<file path="src/rtl/pcenc_pkg.sv">
package pcenc_pkg;

  localparam int           CONSTR_LEN = 7;
  localparam logic [6:0]   GEN_X      = 7'o171;
  localparam logic [6:0]   GEN_Y      = 7'o133;
  localparam int           POS_W      = 3;

  typedef enum logic [2:0] {
    RATE_1_2 = 3'd0,
    RATE_2_3 = 3'd1,
    RATE_3_4 = 3'd2,
    RATE_5_6 = 3'd3,
    RATE_7_8 = 3'd4
  } rate_e;

  function automatic rate_e rate_decode(input logic [2:0] code);
    case (code)
      3'd1:    return RATE_2_3;
      3'd2:    return RATE_3_4;
      3'd3:    return RATE_5_6;
      3'd4:    return RATE_7_8;
      default: return RATE_1_2;
    endcase
  endfunction

  function automatic logic [POS_W-1:0] rate_period(input rate_e r);
    case (r)
      RATE_2_3: return 3'd2;
      RATE_3_4: return 3'd3;
      RATE_5_6: return 3'd5;
      RATE_7_8: return 3'd7;
      default:  return 3'd1;
    endcase
  endfunction

  // keep masks, bit i = pattern position i
  function automatic logic [6:0] mask_x(input rate_e r);
    case (r)
      RATE_2_3: return 7'b0000001;
      RATE_3_4: return 7'b0000101;
      RATE_5_6: return 7'b0010101;
      RATE_7_8: return 7'b1010001;
      default:  return 7'b0000001;
    endcase
  endfunction

  function automatic logic [6:0] mask_y(input rate_e r);
    case (r)
      RATE_2_3: return 7'b0000011;
      RATE_3_4: return 7'b0000011;
      RATE_5_6: return 7'b0001011;
      RATE_7_8: return 7'b0101111;
      default:  return 7'b0000001;
    endcase
  endfunction

endpackage

</file>
<file path="src/rtl/pcenc_rst_sync.sv">
module pcenc_rst_sync (
  input  logic clk,
  input  logic rst_n,
  output logic rst_n_sync
);

  logic [1:0] sync_q;

  always_ff @(posedge clk or negedge rst_n) begin
    if (!rst_n) sync_q <= 2'b00;
    else        sync_q <= {sync_q[0], 1'b1};
  end

  assign rst_n_sync = sync_q[1];

endmodule

</file>
<file path="src/rtl/pcenc_conv_core.sv">
module pcenc_conv_core #(
  parameter int         CL = 7,
  parameter logic [6:0] GX = 7'o171,
  parameter logic [6:0] GY = 7'o133
) (
  input  logic clk,
  input  logic rst_n,
  input  logic en,
  input  logic din,
  output logic x,
  output logic y
);

  localparam int SR_W = CL - 1;

  logic [SR_W-1:0] sr_q, sr_d;
  logic [CL-1:0]   window;

  // window[CL-1] is the current bit, window[CL-1-k] the bit k inputs back
  assign window = {din, sr_q};
  assign x      = ^(window & GX);
  assign y      = ^(window & GY);

  always_comb begin
    sr_d = sr_q;
    if (en) sr_d = {din, sr_q[SR_W-1:1]};
  end

  always_ff @(posedge clk or negedge rst_n) begin
    if (!rst_n) sr_q <= '0;
    else        sr_q <= sr_d;
  end

endmodule

</file>
<file path="src/rtl/pcenc_punct_ctl.sv">
module pcenc_punct_ctl
  import pcenc_pkg::*;
(
  input  logic             clk,
  input  logic             rst_n,
  input  logic             adv,
  input  logic [2:0]       rate_sel,
  output logic             keep_x,
  output logic             keep_y,
  output logic [POS_W-1:0] pos,
  output logic [2:0]       act_rate
);

  rate_e            rate_q, rate_d, rate_eff;
  logic [POS_W-1:0] pos_q, pos_d;
  logic [6:0]       mx, my;

  // a new selection is only looked at on position 0
  assign rate_eff = (pos_q == '0) ? rate_decode(rate_sel) : rate_q;
  assign mx       = mask_x(rate_eff);
  assign my       = mask_y(rate_eff);
  assign keep_x   = mx[pos_q];
  assign keep_y   = my[pos_q];
  assign pos      = pos_q;
  assign act_rate = rate_q;

  always_comb begin
    rate_d = rate_q;
    pos_d  = pos_q;
    if (adv) begin
      rate_d = rate_eff;
      if (pos_q == rate_period(rate_eff) - 3'd1) pos_d = '0;
      else                                        pos_d = pos_q + 3'd1;
    end
  end

  always_ff @(posedge clk or negedge rst_n) begin
    if (!rst_n) begin
      rate_q <= RATE_1_2;
      pos_q  <= '0;
    end else begin
      rate_q <= rate_d;
      pos_q  <= pos_d;
    end
  end

endmodule

</file>
<file path="src/rtl/pcenc_bit_fifo.sv">
module pcenc_bit_fifo #(
  parameter int DEPTH = 8,
  localparam int AW   = $clog2(DEPTH)
) (
  input  logic        clk,
  input  logic        rst_n,
  input  logic [1:0]  push_n,
  input  logic        push_b0,
  input  logic        push_b1,
  input  logic        pop,
  output logic        dout,
  output logic [AW:0] level
);

  localparam logic [AW-1:0] ONE = 1;

  logic [DEPTH-1:0] mem;
  logic [AW-1:0]    wr_q, wr_d, rd_q, rd_d;
  logic [AW:0]      lvl_q, lvl_d;

  assign dout  = mem[rd_q];
  assign level = lvl_q;

  always_comb begin
    wr_d  = wr_q + AW'(push_n);
    rd_d  = pop ? rd_q + ONE : rd_q;
    lvl_d = lvl_q + (AW+1)'(push_n) - (AW+1)'(pop);
  end

  always_ff @(posedge clk) begin
    if (push_n != 2'd0) mem[wr_q]       <= push_b0;
    if (push_n == 2'd2) mem[wr_q + ONE] <= push_b1;
  end

  always_ff @(posedge clk or negedge rst_n) begin
    if (!rst_n) begin
      wr_q  <= '0;
      rd_q  <= '0;
      lvl_q <= '0;
    end else begin
      wr_q  <= wr_d;
      rd_q  <= rd_d;
      lvl_q <= lvl_d;
    end
  end

endmodule

</file>
<file path="src/rtl/pcenc_top.sv">
module pcenc_top
  import pcenc_pkg::*;
#(
  parameter int DEPTH = 8
) (
  input  logic       clk,
  input  logic       rst_n,
  input  logic [2:0] rate_sel,
  input  logic       in_valid,
  input  logic       in_bit,
  output logic       in_ready,
  output logic       out_valid,
  output logic       out_bit,
  input  logic       out_ready
);

  localparam int AW = $clog2(DEPTH);

  logic             rst_ns;
  logic             accept, enc_x, enc_y, keep_x, keep_y, pop;
  logic [1:0]       push_n;
  logic             push_b0, push_b1;
  logic [AW:0]      fill_lvl;
  logic [POS_W-1:0] pat_pos;
  logic [2:0]       act_rate;

  pcenc_rst_sync u_rst (
    .clk        (clk),
    .rst_n      (rst_n),
    .rst_n_sync (rst_ns)
  );

  assign in_ready  = (fill_lvl <= (AW+1)'(DEPTH - 2));
  assign accept    = in_valid & in_ready;
  assign out_valid = (fill_lvl != '0);
  assign pop       = out_valid & out_ready;

  pcenc_conv_core #(.CL(CONSTR_LEN), .GX(GEN_X), .GY(GEN_Y)) u_core (
    .clk   (clk),
    .rst_n (rst_ns),
    .en    (accept),
    .din   (in_bit),
    .x     (enc_x),
    .y     (enc_y)
  );

  pcenc_punct_ctl u_ctl (
    .clk      (clk),
    .rst_n    (rst_ns),
    .adv      (accept),
    .rate_sel (rate_sel),
    .keep_x   (keep_x),
    .keep_y   (keep_y),
    .pos      (pat_pos),
    .act_rate (act_rate)
  );

  // survivors are packed in X-then-Y order
  always_comb begin
    push_n  = 2'd0;
    push_b0 = enc_x;
    push_b1 = enc_y;
    if (accept) begin
      if (keep_x && keep_y) push_n = 2'd2;
      else if (keep_x)      push_n = 2'd1;
      else if (keep_y) begin
        push_n  = 2'd1;
        push_b0 = enc_y;
      end
    end
  end

  pcenc_bit_fifo #(.DEPTH(DEPTH)) u_fifo (
    .clk     (clk),
    .rst_n   (rst_ns),
    .push_n  (push_n),
    .push_b0 (push_b0),
    .push_b1 (push_b1),
    .pop     (pop),
    .dout    (out_bit),
    .level   (fill_lvl)
  );

endmodule

</file>
<file path="config.mk">
export PLATFORM = sky130hd
export DESIGN_NAME = pcenc_top
export DESIGN_NICKNAME = d
export VERILOG_FILES = /design/src/rtl/pcenc_pkg.sv /design/src/rtl/pcenc_rst_sync.sv /design/src/rtl/pcenc_conv_core.sv /design/src/rtl/pcenc_punct_ctl.sv /design/src/rtl/pcenc_bit_fifo.sv /design/src/rtl/pcenc_top.sv
export SDC_FILE = /design/constraint.sdc
export NUM_CORES = 1
export LEC_CHECK = 0
export ABC_CLOCK_PERIOD_IN_PS = 1600
export BUFFER_PORTS_ARGS = -buffer_cell sky130_fd_sc_hd__buf_2
export CAP_MARGIN = 20
export CORE_ASPECT_RATIO = 0.7
export CORE_UTILIZATION = 63
export CTS_BUF_LIST = sky130_fd_sc_hd__clkbuf_8
export DETAILED_ROUTE_END_ITERATION = 6
export HOLD_SLACK_MARGIN = 0.08
export PLACE_DENSITY = 0.81
export SETUP_SLACK_MARGIN = 0.4
export SYNTH_ARGS = -nofsm -noshare
export SYNTH_HDL_FRONTEND = slang
export SYNTH_SLANG_ARGS = --single-unit
</file>
<file path="constraint.sdc">
create_clock -name clk -period 1.6 [get_ports clk]
set_input_delay 0.08 -clock clk [delete_from_list [all_inputs] [get_ports clk]]
set_output_delay 0.08 -clock clk [all_outputs]
set_load 0.005 [all_outputs]
</file>
==> impl_results.md, run 1 <==
* Run status: stopped before the end
* Failed at: 5_1_grt
* Tool error: [ERROR DPL-0038] Utilization greater than 100%, impossible to legalize
* Number of standard-cell rows in the floorplan at 17
* Die H at 51.3 microns
* Synthesized-area fraction occupied by xor and xnor cells at 4.80%
* Fraction of post-synthesis cell area in the top cell type by area at 27.4%
* Width of the chip at 72.5 microns
* Post-synth top area cell: sky130_fd_sc_hd__dfrtp_1
* Pin type at the end of the worst path: sequential cell input
* H-tree levels at 2
* Post-synthesis register bit count at 32
* Mux cell area share after synthesis at 5.09%
* Worst-case setup slack after placement at -1480 ps
* Synthesis Warnings at 0
* Prevailing post-synth register cell: sky130_fd_sc_hd__dfrtp_1
* Ports placed on the boundary at 11
* Gate count after technology mapping at 235
* Clock Root Buffer: sky130_fd_sc_hd__clkbuf_8
* Synthesized-area fraction occupied by ao, oa, aoi and oai cells at 22.3%
* Effective utilization at floorplan at 67.7%
* Routability Congestion at 0.876
* Sequential element share of the synthesized area at 34.7%
* DPL Wire Length at 4760 microns
* Post-synthesis share of cell area spent on and, or, nand and nor gates at 18.7%
* GRT worst endpoint: u_fifo.mem[0]$_DFF_P_/D
* Synth Area per Inst at 9.32 sq um
* Post-synthesis adder-cell area fraction at 9.26%
* Share of synthesized registers carrying an async set or reset at 75.0%
* Dominant combinational cell family by area after synthesis: compound AO/OA/AOI/OAI gates
* Count of different cell masters after synthesis at 55
* CTS Buffer Depth at 2
* Area of the mapped netlist at 0.00219 sq mm
* Number of sinks on the clock net at 32
* Most common library cells after synthesis: 31 x sky130_fd_sc_hd__nand2_1, 24 x sky130_fd_sc_hd__dfrtp_1, 20 x sky130_fd_sc_hd__inv_1
* Cell types occupying the most area after synthesis: sky130_fd_sc_hd__dfrtp_1 27%, sky130_fd_sc_hd__ha_1 7.4%, sky130_fd_sc_hd__dfxtp_1 7.3%, sky130_fd_sc_hd__nand2_1 5.3%, sky130_fd_sc_hd__o21ai_0 4.1%
* Net count after synthesis at 258
* Most frequent cell after synthesis: sky130_fd_sc_hd__nand2_1
* Number of port buffers at 10
* Largest net degree at the start of global routing at 23
* CTS buffer count at 5
* Number of flops mapped to enable cells by yosys at 0
[metrics by stage]
step / std cells / cell area [sq um] / util, % / hold slack, ps / setup TNS, ps
after global placement: 337 / 2770 / 85.7 / -135 / -19280
after detailed placement: 337 / 2770 / 85.7 / -128 / -22300
after CTS: 359 / 3150 / 97.3 / 112 / -21140
after floorplan: 235 / 2320 / - / -216 / -21360
[cell families after synthesis]
family | after synthesis
multiplexers | 8
flip-flops | 32
other | 1
AO/OA/AOI/OAI | 61
XOR/XNOR | 12
AND/OR/NAND/NOR | 79
adder cells (fa/ha/maj) | 15
buffers and inverters | 27
[what timing repair did]
item / CTS
resized for setup: 48
hold endpoints to repair: 3
hold buffers: 2
pin swaps: 12
setup buffers: 12
setup endpoints to repair: 33
==> run 2, diff against run 1 <==
--- a/config.mk
+++ b/config.mk
@@ -8,13 +8,9 @@
 export ABC_CLOCK_PERIOD_IN_PS = 1600
 export BUFFER_PORTS_ARGS = -buffer_cell sky130_fd_sc_hd__buf_2
 export CAP_MARGIN = 20
-export CORE_ASPECT_RATIO = 0.7
-export CORE_UTILIZATION = 63
-export CTS_BUF_LIST = sky130_fd_sc_hd__clkbuf_8
+export CORE_UTILIZATION = 40
 export DETAILED_ROUTE_END_ITERATION = 6
-export HOLD_SLACK_MARGIN = 0.08
-export PLACE_DENSITY = 0.81
-export SETUP_SLACK_MARGIN = 0.4
+export PLACE_DENSITY_LB_ADDON = 0.15
 export SYNTH_ARGS = -nofsm -noshare
 export SYNTH_HDL_FRONTEND = slang
 export SYNTH_SLANG_ARGS = --single-unit
==> impl_results.md, run 2 <==
* Clock Root Buffer: sky130_fd_sc_hd__clkbuf_8
* Routability Congestion at 0.807 (-7.9%)
* Net count after synthesis at 258 (unchanged)
* Total number of nets in the final design at 329
* Cell types occupying the most area after synthesis: sky130_fd_sc_hd__dfrtp_1 27%, sky130_fd_sc_hd__ha_1 7.4%, sky130_fd_sc_hd__dfxtp_1 7.3%, sky130_fd_sc_hd__nand2_1 5.3%, sky130_fd_sc_hd__o21ai_0 4.1%
* DPL Wire Length at 3910 microns (-18%)
* Max-slew headroom at the worst pin at 60.6%
* All-layer global routing usage at 20.5%
* Core region area at 0.00520 sq mm
* Pwr/cell area at 2460 mW/mm^2
* Critical path endpoint: u_fifo.mem[6]$_DFF_P_
* Global-route track usage on met3 at 3.95%
* Number of standard-cell rows in the floorplan at 26 (+9)
* Most frequent standard cell in the layout excluding fill and tap cells: sky130_fd_sc_hd__buf_4
* MaxCap Viol Count at 0
* Overflow left after global routing at 0
* Most frequent cell after synthesis: sky130_fd_sc_hd__nand2_1
* Starting DRT DRC Count at 117
* Unrepaired setup endpoints after global routing: true
* Post-synth top area cell: sky130_fd_sc_hd__dfrtp_1
* Worst Path Max Fanout at 6
* Global routing met1 resource utilization at 27.2%
* Number of flops mapped to enable cells by yosys at 0 (unchanged)
* Final total negative setup slack at -20,380 ps
* Proportion of layout cells with a drive suffix above 1 at 41.7%
* Gate count after technology mapping at 235 (unchanged)
* Area of the mapped netlist at 0.00219 sq mm (unchanged)
* Crit path from: u_ctl.pos[1]$_DFFE_PN0P_
* Final period demand of the worst path at 2930 ps
* Most common library cells after synthesis: 31 x sky130_fd_sc_hd__nand2_1, 24 x sky130_fd_sc_hd__dfrtp_1, 20 x sky130_fd_sc_hd__inv_1
* Area of the die at 0.00577 sq mm
* Register bank with the most flops: u_fifo.mem
* Achievable Freq at 342 MHz
* Count of different cell masters after synthesis at 55 (unchanged)
* Leading cell types in the layout, fill and taps excluded: 52 x sky130_fd_sc_hd__buf_4, 30 x sky130_fd_sc_hd__nand2_1, 22 x sky130_fd_sc_hd__dfrtp_1
* Post-layout power at 7.67 mW
* Worst clock skew at 7.46 ps
* Setup Viol. Count Final at 20
* Critical path data required time at 1780 ps
* Post-detailed-route via-to-cell ratio at 5.30
* Peak VDD IR at 1.28 mV
* Clock latency at the later pin of the worst-skew pair at 290 ps
* Drt wl/cell at 14.6 microns
* Post-synthesis register bit count at 32 (unchanged)
* Worst hold path depth at 3
* Final hold slack at 11.8 ps
* CTS Buffer Depth at 2 (unchanged)
* Critical R2R Launch: u_ctl.pos[1]$_DFFE_PN0P_
* Hold WC Path Type: in -> reg
* Cell with the biggest individual delay on the critical path: sky130_fd_sc_hd__dfrtp_2
* Final WL at 5490 microns
* Effective utilization at floorplan at 42.1% (-26 points)
* Signed area change from the synthesized netlist to the final layout at 42.3%
* Fillers at 468
* Flop2flop setup slack at -1330 ps
* Largest net degree at the start of global routing at 13
* Maximum single-stage delay on the critical path at 430 ps
* Number of inserted diodes at 0
* Clock transition at the registers of the reported paths at 70 ps
* Cells along the critical path: inv_4 -> ha_4 -> nor2b_4 -> mux2i_4 -> or3_4 -> a21o_4 -> inv_2 -> ha_4 -> inv_1 -> a211o_4 -> o21ai_1 -> o21ai_0 -> o31a_1
* Die H at 76.0 microns (+48%)
* Leak Pwr at 1.35 nW
* Busiest layer in global routing: met2
* Via count of the first global-routing pass at 2,046
* Final cycle utilization of the critical path at 183%
* Number of port buffers at 10 (unchanged)
* Fraction of post-synthesis cell area in the top cell type by area at 27.4% (unchanged)
* Number of optimization iterations in the first detailed-route pass at 4
* Width of the chip at 76.0 microns (+4.9%)
* CTS buffer count at 5 (unchanged)
* DRC at 0
* Via count at 1,999
* WP data arrival at 3110 ps
* Global Route met2 Usage at 32.5%
* Final Worst Setup Slack at -1330 ps
* Post-placement cell count at 357 (+5.9%)
* H-tree levels at 2 (unchanged)
* Prevailing post-synth register cell: sky130_fd_sc_hd__dfrtp_1
* Number of antenna violations at the first check in global routing at 0
* Global-route wire length before repair at 9380 microns
* Destination of the worst register-to-register timing path: u_fifo.mem[6]$_DFF_P_
* Run status: finished, violations left
* Residual antenna-violating net count after detailed routing at 0
* Sequential element share of the synthesized area at 34.7% (unchanged)
* TritonCTS clock tree: yes
* Ports placed on the boundary at 11 (unchanged)
* Startpoint-to-endpoint class of the critical path: reg -> reg
* Worst reg2reg path depth at 13
* Final Max Tran Viols at 0
* Pin slew with the least headroom to its limit at 587 ps
* Layout Cells excl Fill at 377
* Synthesis Warnings at 0 (unchanged)
* Synth Area per Inst at 9.32 sq um (unchanged)
* Dominant cell type by count on the critical path: sky130_fd_sc_hd__ha_4
* Worst Setup End Kind: flop
* Violations in the final reports: setup timing
* Worst-case setup slack after placement at -1390 ps (+91.4 ps)
* Type of origin of the critical path: flop
* Number of sinks on the clock net at 32 (unchanged)
* Final count of hold timing violations at 0
* Share of synthesized registers carrying an async set or reset at 75.0% (unchanged)
* Max FFs per register at 8
==> run 2: cell counts after synthesis <==
No cell type changed its count.
==> run 2: what timing repair did <==
item | 4_1_cts | 5_1_grt
gates cloned | 0 | 0
setup buffers | 7 | 5
endpoints found under the hold margin | 2 | 0
hold buffers | 1 | 0
pin swaps | 14 | 14
resized for setup | 28 | 14
setup endpoints to repair | 21 | 27
==> run 2: cell families after synthesis <==
logic type | after synthesis | synth area share [%]
AOI/OAI and AO/OA | 61 | 22.3
other | 1 | 0.171
xor gates and xnor gates | 12 | 4.80
buffers and inverters | 27 | 4.97
DFF | 32 | 34.7
and+or+nand+nor | 79 | 18.7
muxes | 8 | 5.09
adders and majority gates | 15 | 9.26
==> run 2: power by group <==
group | total, mW | switching (mW) | internal, mW
clock | 0.792 | 0.331 | 0.461
combinational | 5.48 | 2.74 | 2.74
sequential | 1.40 | 0.260 | 1.14
==> run 2: stage by stage <==
stage / util (%) / cell area [sq um]
after floorplan: - / 2270
after global placement: 52.9 / 2760
after detailed placement: 52.9 / 2760
after CTS: 58.2 / 3030
after global routing: 59.9 / 3120
final: 59.9 / 3120
==> run 2: per-layer routing <==
metal,routed length [microns],up-vias
li1,-,983
met3,169,7
met2,2610,31
met5,0,-
met4,98,0
met1,2610,978
==> run 2: worst min path at each step <==
stage | startpoint | slack (ps) | to
5_1_grt | in_bit | 20 | u_core.sr_q[5]$_DFFE_PN0P_
6_report | in_bit | 10 | u_core.sr_q[5]$_DFFE_PN0P_
3_5_place_dp | rst_n | -130 | u_rst.sync_q[1]$_DFF_PN0_
2_1_floorplan | rst_n | -220 | u_rst.sync_q[0]$_DFF_PN0_
4_1_cts | in_bit | 10 | u_core.sr_q[5]$_DFFE_PN0P_
3_3_place_gp | rst_n | -130 | u_rst.sync_q[0]$_DFF_PN0_
==> run 2: area by class of cell <==
class	instances	area (sq um)	share of cell area, %
clock buffer	5	68.8	2.21
timing repair buffer	71	549	17.6
clock inverter	3	42.5	1.37
tap	70	87.6	2.81
multi-input combinational	176	1520	48.8
inverter	20	82.6	2.65
sequential	32	763	24.5
==> run 2: critical path, delay by kind of cell, from the launching register on <==
kind                     cells  cell delay, ps
AO/OA/AOI/OAI                5            1150
AND/OR/NAND/NOR              2             630
flip-flops                   1             430
adder cells (fa/ha/maj)      2             300
buffers and inverters        3             190
multiplexers                 1             120
(Power assumes the default switching activity.)
==> run 3, diff against run 2 <==
--- a/config.mk
+++ b/config.mk
@@ -8,8 +8,9 @@
 export ABC_CLOCK_PERIOD_IN_PS = 1600
 export BUFFER_PORTS_ARGS = -buffer_cell sky130_fd_sc_hd__buf_2
 export CAP_MARGIN = 20
-export CORE_UTILIZATION = 40
+export CORE_AREA = 2 2 63 65
 export DETAILED_ROUTE_END_ITERATION = 6
+export DIE_AREA = 0 0 65 67
 export PLACE_DENSITY_LB_ADDON = 0.15
 export SYNTH_ARGS = -nofsm -noshare
 export SYNTH_HDL_FRONTEND = slang
==> impl_results.md, run 3 (synthesized netlist as in run 2, its figures left out) <==
* Run status: finished, violations left
* Violations in the final reports: hold timing, setup timing
* Top Metal Used: met4
* Final Max Tran Viols at 0 (unchanged)
* Type of origin of the critical path: flop
* Final hold slack at -1.32 ps (-13.2 ps)
* WP data arrival at 3210 ps (+100 ps)
* Maximum single-stage delay on the critical path at 430 ps (about the same)
* Number of sinks on the clock net at 32 (unchanged)
* Most frequent standard cell in the layout excluding fill and tap cells: sky130_fd_sc_hd__buf_4
* Ports placed on the boundary at 11 (unchanged)
* Drt wl/cell at 16.8 microns (+15%)
* Worst-case setup slack after placement at -1380 ps (+6.52 ps)
* Flop2flop setup slack at -1390 ps (-60 ps)
* DRC at 0 (unchanged)
* Routability Congestion at 0.897 (+11%)
* Effective utilization at floorplan at 60.7% (+19 points)
* Clock transition at the registers of the reported paths at 70 ps (about the same)
* DPL Wire Length at 4030 microns (+3.1%)
* Number of port buffers at 10 (unchanged)
* Residual antenna-violating net count after detailed routing at 0 (unchanged)
* Final count of hold timing violations at 1 (+1)
* Crit path buf inv count at 3 (unchanged)
* All-layer global routing usage at 29.9% (+9.4 points)
* Met1 wire length at 2440 microns (-6.8%)
* Clock latency at the later pin of the worst-skew pair at 290 ps (about the same)
* Worst clock skew at 9.69 ps (+2.23 ps)
* Proportion of layout cells with a drive suffix above 1 at 41.8% (+0.083 points)
* Fillers at 192 (-59%)
* Pwr/cell area at 2510 mW/mm^2 (+2.0%)
* Via count of the first global-routing pass at 2,069 (+1.1%)
* Max-slew headroom at the worst pin at 63.5% (+2.9 points)
* Startpoint-to-endpoint class of the critical path: reg -> reg
* Unrepaired setup endpoints after global routing: true
* Worst Path Max Fanout at 6 (unchanged)
* Leak Pwr at 1.33 nW (-1.8%)
* MaxCap Viol Count at 0 (unchanged)
* Met2 wirelength from detailed routing at 2890 microns (+11%)
* Number of antenna violations at the first check in global routing at 0 (unchanged)
* Die H at 67 microns (-12%)
* Number of optimization iterations in the first detailed-route pass at 5 (+1)
* Achievable Freq at 335 MHz (-2.1%)
* Total number of nets in the final design at 326 (-0.91%)
* Final period demand of the worst path at 2990 ps (+61.7 ps)
* Metal3 WL at 394 microns (+130%)
* Critical path data required time at 1830 ps (+50 ps)
* Starting DRT DRC Count at 199 (+70%)
* Setup Viol. Count Final at 19 (-5.0%)
* Final WL at 5910 microns (+7.7%)
* CTS buffer count at 5 (unchanged)
* Width of the chip at 65 microns (-14%)
* Cells along the critical path: inv_4 -> ha_4 -> nor2b_4 -> mux2i_4 -> o31a_1 -> o2111ai_4 -> ha_4 -> inv_4 -> a211o_4 -> buf_6 -> a311oi_4 -> o31a_1
* Worst Setup End Kind: flop
* Post-detailed-route via-to-cell ratio at 6.03 (+14%)
* Leading cell types in the layout, fill and taps excluded: 48 x sky130_fd_sc_hd__buf_4, 30 x sky130_fd_sc_hd__nand2_1, 22 x sky130_fd_sc_hd__dfrtp_1
* Largest net degree at the start of global routing at 16 (+3)
* TritonCTS clock tree: yes
* Number of inserted diodes at 0 (unchanged)
* Register bank with the most flops: u_fifo.mem
* Signed area change from the synthesized netlist to the final layout at 39.9%
* Overflow left after global routing at 0 (unchanged)
* Global-route wire length before repair at 9720 microns (+3.5%)
* Cell class contributing the biggest share of worst-path delay: compound AO/OA/AOI/OAI gates
* Core region area at 0.00361 sq mm (-31%)
* Hold WC Path Type: in -> reg
* Cell with the biggest individual delay on the critical path: sky130_fd_sc_hd__dfrtp_2
* CTS Buffer Depth at 2 (unchanged)
* Area of the die at 0.00436 sq mm (-25%)
* Clock Root Buffer: sky130_fd_sc_hd__clkbuf_8
* Final Worst Setup Slack at -1390 ps (-61.7 ps)
* Max FFs per register at 8 (unchanged)
* Peak VDD IR at 1.46 mV (+14%)
* H-tree levels at 2 (unchanged)
* Final cycle utilization of the critical path at 187% (+3.9 points)
* Pin slew with the least headroom to its limit at 543 ps (-43.8 ps)
* Via count at 2,121 (+6.1%)
* Number of standard-cell rows in the floorplan at 22 (-15%)
[run 3: cell types whose count changed in the layout (fill, tap and decap cells not counted), sizes merged]
cell and delta:
buf -3, bufinv -1, clkbuf +3, clkinv -1, clkinvlp -1
[run 3: layout make-up]
cell class / instances / area [sq um] / area share (%)
inverters: 20 / 85.1 / 2.78
flip-flops and latches: 32 / 763 / 24.9
well taps: 48 / 60.1 / 1.96
multi-input cells: 176 / 1530 / 49.9
repair buffers: 68 / 528 / 17.2
clock buffers: 8 / 100 / 3.27
[run 3: where the power goes]
group | switching [mW] | leakage (nW) | internal (mW)
registers | 0.283 | 0.356 | 1.14
logic | 2.84 | 0.923 | 2.72
clock network | 0.317 | 0.0515 | 0.393
[run 3: repair_timing]
item,in CTS,in global routing
setup buffers,3,3
gates resized for setup,37,13
endpoints found under the hold margin,2,0
setup endpoints to repair,21,28
hold buffers,1,0
pin swaps,16,4
[run 3: worst reg2reg max path, delay by kind of cell (launching register included)]
family	cells	cell delay, ps
AOI/OAI and AO/OA	5	1250
adders and majority gates	2	470
DFF	1	430
muxes	1	330
buffers and inverters	3	260
and+or+nand+nor	1	210
[run 3: routing by layer]
metal	global-route usage, %	vias up
li1	-	978
met1	37.6	1021
met2	48.8	97
met3	5.57	25
met4	15.4	0
met5	0	-
[run 3: final timing paths]
kind | startpoint | end | depth (start not counted)
setup / recovery | u_ctl.pos[1]$_DFFE_PN0P_ | u_fifo.mem[6]$_DFF_P_ | 12
hold / removal | in_bit | u_core.sr_q[5]$_DFFE_PN0P_ | 3
hold reg to reg | u_rst.sync_q[1]$_DFF_PN0_ | u_core.sr_q[0]$_DFFE_PN0P_ | 0
min in group asynchronous | rst_n | u_rst.sync_q[1]$_DFF_PN0_ | 2
max in group asynchronous | u_rst.sync_q[1]$_DFF_PN0_ | u_fifo.rd_q[0]$_DFFE_PN0P_ | 1
setup reg to reg | u_ctl.pos[1]$_DFFE_PN0P_ | u_fifo.mem[6]$_DFF_P_ | 12
[run 3: metrics by stage]
stage / TNS, ps / instances / utilization, % / cell area, sq um / power (mW)
final: -20730 / 352 / 85.0 / 3060 / 7.69
after global routing: -22560 / 352 / 85.0 / 3060 / 8.21
after CTS: -19650 / 349 / 83.1 / 3000 / 7.39
after detailed placement: -20780 / 337 / 75.7 / 2730 / 6.11
after global placement: -19690 / 337 / 75.7 / 2730 / 5.94
after floorplan: -21390 / 235 / - / 2270 / 4.32
